File: config.mk
export PLATFORM = sky130hd
export DESIGN_NAME = clk_policy_ctrl
export DESIGN_NICKNAME = d
export VERILOG_FILES = /design/src/rtl/clk_pol_pkg.sv /design/src/rtl/clk_pol_access.sv /design/src/rtl/clk_pol_masks.sv /design/src/rtl/clk_pol_engine.sv /design/src/rtl/clk_policy_ctrl.sv
export SDC_FILE = /design/constraint.sdc
export NUM_CORES = 1
export LEC_CHECK = 0
export ABC_AREA = 1
export BUFFER_PORTS_ARGS = -buffer_cell sky130_fd_sc_hd__buf_2
export CORE_MARGIN = 1
export CORE_UTILIZATION = 50
export CTS_CLUSTER_DIAMETER = 120
export CTS_CLUSTER_SIZE = 14
export DETAILED_ROUTE_END_ITERATION = 16
export PLACE_DENSITY = 0.74
export SLEW_MARGIN = 20
export SYNTH_ARGS = -nofsm -noshare
export SYNTH_HDL_FRONTEND = slang
export SYNTH_SLANG_ARGS = --single-unit
File: constraint.sdc
create_clock -name clk -period 1.5 [get_ports clk]
set_clock_uncertainty 0.05 [all_clocks]
set_input_delay 0.225 -clock clk [delete_from_list [all_inputs] [get_ports clk]]
set_output_delay 0.225 -clock clk [all_outputs]
set_load 0.02 [all_outputs]
File: src/rtl/clk_pol_pkg.sv
// Shared constants for the clock policy controller: register word
// addresses, control bit positions, access key and policy count.
package clk_pol_pkg;
    localparam int NPOL      = 4;
    localparam int PIDX_W    = 2;
    localparam int RESET_POL = 2;
    localparam logic [31:0] ACC_KEY = 32'h00A5_A500;

    localparam int A_ACCESS = 0;
    localparam int A_CTRL   = 1;
    localparam int A_TARGET = 2;
    localparam int A_STOP   = 3;
    localparam int A_MASK0  = 4;

    localparam int B_GO   = 0;
    localparam int B_SYNC = 1;
    localparam int B_AC   = 2;
endpackage

File: src/rtl/clk_pol_access.sv
// Write-access guard. Holds the open/closed flag, which changes only
// on a write to address 0 carrying the key. Assumes one write per cycle.
module clk_pol_access #(
    parameter int ADDR_W = 3
) (
    input  logic              clk,
    input  logic              rst_n,
    input  logic              bus_wr,
    input  logic [ADDR_W-1:0] bus_addr,
    input  logic [31:0]       bus_wdata,
    output logic              acc_open,
    output logic              prot_we
);
    import clk_pol_pkg::*;

    logic at_acc;
    logic key_ok;

    // Decode the access address and compare the key field.
    always_comb begin
        at_acc = (bus_addr == ADDR_W'(A_ACCESS));
        key_ok = (bus_wdata[31:1] == ACC_KEY[31:1]);
    end

    // Open or close access on a keyed write to address 0.
    always_ff @(posedge clk) begin
        if (!rst_n)
            acc_open <= 1'b0;
        else if (bus_wr && at_acc && key_ok)
            acc_open <= bus_wdata[0];
    end

    // A protected write is any accepted write away from address 0.
    assign prot_we = bus_wr && acc_open && !at_acc;
endmodule

File: src/rtl/clk_pol_masks.sv
// The four policy mask registers, one per policy at consecutive word
// addresses. Writes arrive already qualified by the access guard.
module clk_pol_masks #(
    parameter int ADDR_W = 3,
    parameter int CLK_W  = 32
) (
    input  logic                                 clk,
    input  logic                                 rst_n,
    input  logic                                 prot_we,
    input  logic [ADDR_W-1:0]                    bus_addr,
    input  logic [31:0]                          bus_wdata,
    output logic [clk_pol_pkg::NPOL-1:0][CLK_W-1:0] mask_q
);
    import clk_pol_pkg::*;

    for (genvar p = 0; p < NPOL; p++) begin : g_mask
        // Hold the mask for policy p; reset enables every clock.
        always_ff @(posedge clk) begin
            if (!rst_n)
                mask_q[p] <= '1;
            else if (prot_we && bus_addr == ADDR_W'(A_MASK0 + p))
                mask_q[p] <= bus_wdata[CLK_W-1:0];
        end
    end
endmodule

File: src/rtl/clk_pol_engine.sv
// Policy engine. It holds the target and active policy and runs the
// GO/settle handshake in synchronous or auto-copy mode. A stop aborts
// the operation and wins over completion on the same edge.
// Assumes SETTLE >= 1.
module clk_pol_engine #(
    parameter int SETTLE = 8
) (
    input  logic                           clk,
    input  logic                           rst_n,
    input  logic                           go_wr,
    input  logic                           go_sync,
    input  logic                           go_ac,
    input  logic                           stop_wr,
    input  logic                           tgt_wr,
    input  logic [clk_pol_pkg::PIDX_W-1:0] tgt_d,
    output logic [clk_pol_pkg::PIDX_W-1:0] target,
    output logic [clk_pol_pkg::PIDX_W-1:0] active,
    output logic                           busy,
    output logic                           stop_pend
);
    import clk_pol_pkg::*;

    localparam int CNT_W = $clog2(SETTLE + 1);

    logic [CNT_W-1:0] cnt;
    logic             copy_mode;

    // Target policy register.
    always_ff @(posedge clk) begin
        if (!rst_n)
            target <= PIDX_W'(RESET_POL);
        else if (tgt_wr)
            target <= tgt_d;
    end

    // Stop indication stays high for the one cycle after a stop write.
    always_ff @(posedge clk) begin
        if (!rst_n)
            stop_pend <= 1'b0;
        else
            stop_pend <= stop_wr;
    end

    // Handshake: start on GO, count the settle time, copy in auto-copy mode.
    always_ff @(posedge clk) begin
        if (!rst_n) begin
            busy      <= 1'b0;
            cnt       <= '0;
            copy_mode <= 1'b0;
            active    <= PIDX_W'(RESET_POL);
        end else if (stop_wr) begin
            busy      <= 1'b0;
            cnt       <= '0;
            copy_mode <= 1'b0;
        end else if (busy) begin
            if (cnt == CNT_W'(1)) begin
                busy <= 1'b0;
                if (copy_mode)
                    active <= target;
            end
            cnt <= cnt - CNT_W'(1);
        end else if (go_wr) begin
            busy      <= 1'b1;
            cnt       <= CNT_W'(SETTLE);
            copy_mode <= go_ac && !go_sync;
            if (go_sync)
                active <= target;
        end
    end
endmodule

File: src/rtl/clk_policy_ctrl.sv
// Top of the clock policy controller. It connects the access guard, the
// mask registers and the engine, decodes the protected writes, muxes the
// read data and drives the enables of the active policy.
module clk_policy_ctrl #(
    parameter int ADDR_W = 3,
    parameter int CLK_W  = 32,
    parameter int SETTLE = 8
) (
    input  logic              clk,
    input  logic              rst_n,
    input  logic              bus_wr,
    input  logic [ADDR_W-1:0] bus_addr,
    input  logic [31:0]       bus_wdata,
    output logic [31:0]       bus_rdata,
    output logic [CLK_W-1:0]  clk_en
);
    import clk_pol_pkg::*;

    logic                             acc_open;
    logic                             prot_we;
    logic [NPOL-1:0][CLK_W-1:0]       mask_q;
    logic [PIDX_W-1:0]                target;
    logic [PIDX_W-1:0]                act_pol;
    logic                             eng_busy;
    logic                             stop_pend;
    logic                             go_wr;
    logic                             stop_wr;
    logic                             tgt_wr;

    clk_pol_access #(.ADDR_W(ADDR_W)) u_access (
        .clk(clk), .rst_n(rst_n), .bus_wr(bus_wr), .bus_addr(bus_addr),
        .bus_wdata(bus_wdata), .acc_open(acc_open), .prot_we(prot_we)
    );

    clk_pol_masks #(.ADDR_W(ADDR_W), .CLK_W(CLK_W)) u_masks (
        .clk(clk), .rst_n(rst_n), .prot_we(prot_we), .bus_addr(bus_addr),
        .bus_wdata(bus_wdata), .mask_q(mask_q)
    );

    // Decode the protected writes that reach the engine.
    always_comb begin
        go_wr   = prot_we && bus_addr == ADDR_W'(A_CTRL) && bus_wdata[B_GO];
        stop_wr = prot_we && bus_addr == ADDR_W'(A_STOP) && bus_wdata[0];
        tgt_wr  = prot_we && bus_addr == ADDR_W'(A_TARGET);
    end

    clk_pol_engine #(.SETTLE(SETTLE)) u_engine (
        .clk(clk), .rst_n(rst_n), .go_wr(go_wr),
        .go_sync(bus_wdata[B_SYNC]), .go_ac(bus_wdata[B_AC]),
        .stop_wr(stop_wr), .tgt_wr(tgt_wr), .tgt_d(bus_wdata[PIDX_W-1:0]),
        .target(target), .active(act_pol), .busy(eng_busy),
        .stop_pend(stop_pend)
    );

    // Read data multiplexer; reads are never blocked.
    always_comb begin
        bus_rdata = '0;
        if (bus_addr == ADDR_W'(A_ACCESS))
            bus_rdata[0] = acc_open;
        else if (bus_addr == ADDR_W'(A_CTRL)) begin
            bus_rdata[0]   = eng_busy;
            bus_rdata[9:8] = act_pol;
        end else if (bus_addr == ADDR_W'(A_TARGET))
            bus_rdata[PIDX_W-1:0] = target;
        else if (bus_addr == ADDR_W'(A_STOP))
            bus_rdata[0] = stop_pend;
        else begin
            for (int p = 0; p < NPOL; p++)
                if (bus_addr == ADDR_W'(A_MASK0 + p))
                    bus_rdata[CLK_W-1:0] = mask_q[p];
        end
    end

    // The enables follow the mask of the active policy.
    assign clk_en = mask_q[act_pol];
endmodule

==> summary.txt <==
Placement
  – # port buffers: 101
  – Placer Congestion: 0.825
  – Pre-CTS setup slack: -222 ps
  – Post-DP HPWL: 14500 µm
  – DP Cell Count: 1261

Timing
  – Post-route worst setup slack: -402 ps
  – Least-Margin Pin Slew: 323 ps
  – Hold Vio Cnt, Final: 0
  – Rel. slew slack: 78.5%
  – Final setup fails: 64
  – TNS Setup: -13360 ps
  – Crit share post-route: 127%
  – RSZ-0062 raised after global routing: yes
  – Crit path time final: 1900 ps
  – Final Max Slew Viols: 0
  – Max Freq: 526 MHz

Yosys
  – Count leader, synth: nand2_1
  – Post-synthesis sequential area ratio: 40.6%
  – Multiplexer area fraction after synthesis: 0%
  – Synth top area share: 40.6%
  – Yosys warning count: 0
  – Mean Syn Cell Area: 6.95 µm²
  – Net Count, Synth: 1034
  – Top post-synthesis cells by count: nand2_1, dfxtp_1, nor2_1
  – Synth Area in Simple Gates: 25.4%
  – Ranking of synthesized cells by area: dfxtp_1, nand2_1, o211ai_1
  – Post-Syn Area: 6910 µm²
  – Netlist cell types: 24
  – Xor/xnor cell area share of the yosys netlist: 0%
  – Syn Inst Count: 994
  – Largest family of logic cells by synthesized area: compound AO/OA/AOI/OAI gates
  – Synth async-reset ratio: 0%
  – Dominant synthesized flop cell: dfxtp_1
  – Compound-Gate Fraction of Synth Area: 25.9%
  – #FFs+latches synth: 140
  – Post-Synth Adder-Cell Area: 0.362%
  – Leading area contributor after synthesis: dfxtp_1
  – Post-synth EDFFs: 0

Final layout
  – Multi-input logic area: 4790 µm²
  – Fillers: 763
  – Post-Layout Cell Count: 1326
  – Layout area overhead: 57.8%
  – Antenna cells: 0
  – Nets: 1181
  – Register area: 2810 µm²
  – Layout cells sized above 1: 37.9%

Min path
  – Hold worst-path end: u_engine.target[1]
  – Hold Path Class: input pin to register
  – Hold_sp: bus_wdata[1]
  – Worst Hold Depth: 3

CTS
  – TritonCTS buffer count: 17
  – Post-CTS Hold Fix Bufs: 0
  – Reg clk slew, reported paths: 60 ps
  – Clock Latency Late Sink: 430 ps
  – Clock sinks: 140
  – Clock tree buffer depth: 2
  – H-tree Lvls: 4
  – CTS tree: done
  – Clock root cell: clkbuf_16

Floorplan
  – Core area: 13300 µm²
  – Ports: 102
  – Die height: 120 µm
  – Die ar.: 14300 µm²
  – Die Width: 120 µm
  – Initial core utilization: 51.8%
  – Std-Cell Rows: 42

Setup path
  – Worst Path Required: 1220 ps
  – Critical path startpoint: u_engine.active[0]
  – Crit path kind: register to output port
  – Crit path buf inv count: 3
  – Critical path fanouts, max: 24
  – Delay-heaviest family, CP: flip-flops
  – Critical Path AT: 1630 ps
  – Crit-path slowest cell: dfxtp_4
  – Slowest stage delay, CP: 450 ps
  – Setup crit start kind: register
  – R2R depth: 7
  – Reg2reg setup slack: 20 ps
  – Crit. End Element: output port
  – Reg-to-reg startpoint: u_access.acc_open
  – R2R Path End: u_masks.mask_q[10]
  – Worst path cell trace: inv_6 -> buf_12 -> o21ai_1 -> o22ai_1 -> buf_4

Status
  – Status: finished with violations
  – Violations in the final reports: negative setup slack

Power
  – Total power: 9.08 mW
  – Pwr dens: 833 nW/µm²
  – Maximum vdd drop: 0.808 mV
  – Leak: 4.87 nW

Routing
  – Iter 0 DRT Violations: 987
  – Remaining antenna violation count: 0
  – DRC Markers: 0
  – Vias per cell: 6.22
  – Final WL: 27600 µm
  – Routed WL per cell: 20.8 µm
  – Via count: 8254
  – Drt first pass iters: 8

GRT
  – Global-route wire length before repair: 42000 µm
  – Global-route usage over all layers: 38.1%
  – Met1 Usage GRT: 46.6%
  – Vias in the first global route: 7920
  – Met3 Use GR: 6.94%
  – Grt met2 use: 62.1%
  – Initial antenna violation count: 0
  – Gr busiest metal: met2
  – Pin count of the biggest net entering global routing: 45
  – Remaining Overflow, GRT: 0

Run
  – Max Cap Viol: 0
[layout by cell type, fill, tap and decap left out, types with 8 or more instances in the layout]
master       n
o211ai_1   107
buf_12      34
nor2_2      21
buf_6       59
buf_4       64
o21ai_1     25
nand2_2     38
nor2_1     109
a21oi_1      8
dfxtp_1    135
nand3_1     32
a31oi_4     27
o21ai_2     16
a21oi_4     14
o22ai_2     29
nand2_1    197
clkbuf_16   19
o21ai_0     30
inv_1       47
buf_2       33
buf_16       8
a21oi_2     13
nand2_4     22
[worst max path at each step]
stage	depth (start not counted)	to
6_report	5	clk_en[0]
5_1_grt	5	clk_en[0]
4_1_cts	5	clk_en[19]
3_5_place_dp	10	bus_rdata[1]
3_3_place_gp	8	bus_rdata[1]
2_1_floorplan	7	bus_rdata[11]
[report_power, final]
part / switching, mW / internal (mW) / total, mW
sequential: 0.0000000000312 / 3.72 / 3.72
combinational: 0.728 / 0.625 / 1.35
clock: 1.56 / 2.45 / 4.01
[area by class of cell]
type                    instances  area share (%)
multi-input cells             722            43.9
flip-flops and latches        140            25.8
repair buffers                204            21.2
clock buffers                  25            4.27
inverters                      56            2.18
well taps                     176            2.02
clock inverters                 3           0.597
[worst reg2reg max path, cell delays in order (launching register included)]
cell	delay [ps]
dfxtp_1	360
nand2_2	120
buf_4	170
nor2_2	150
inv_2	90
buf_12	170
nand2_1	100
nand3_1	110
[per-stage QoR]
| stage | hold WS (ps) | utilization [%] | cell area [µm²] |
|---|---|---|---|
| floorplan | 288 | - | 7540 |
| global placement | 404 | 65.0 | 8680 |
| detailed placement | 408 | 65.0 | 8680 |
| CTS | 5.32 | 79.0 | 10600 |
| global route | 40.3 | 81.7 | 10900 |
| finish | 8.33 | 81.7 | 10900 |
[flip-flops by register name, summed over array words and instances (netlist names)]
| name | cells |
|---|---|
| u_masks.mask_q | 128 |
| u_engine.cnt | 4 |
| u_engine.active | 2 |
| u_engine.target | 2 |
| u_access.acc_open | 1 |
| u_engine.busy | 1 |
| u_engine.copy_mode | 1 |
| u_engine.stop_pend | 1 |
[repair_timing]
action | CTS | global route
endpoints found under the hold margin | 0 | 0
pin swaps | 26 | 25
setup endpoints to repair | 64 | 95
buffers inserted | 17 | 12
gates resized for setup | 281 | 104
cloned | 11 | 3
[cells by family after synthesis]
kind of cell	Yosys count
and+or+nand+nor	440
AOI/OAI and AO/OA	280
DFF	140
buffers and inverters	132
adders and majority gates	2
[metal layers]
| metal | part of all wire, % | wire length, µm |
|---|---|---|
| met5 | 0 | 0 |
| met4 | 5.7 | 1570 |
| met3 | 8.9 | 2470 |
| met2 | 48 | 13100 |
| met1 | 38 | 10500 |
(Power assumes the default switching activity.)
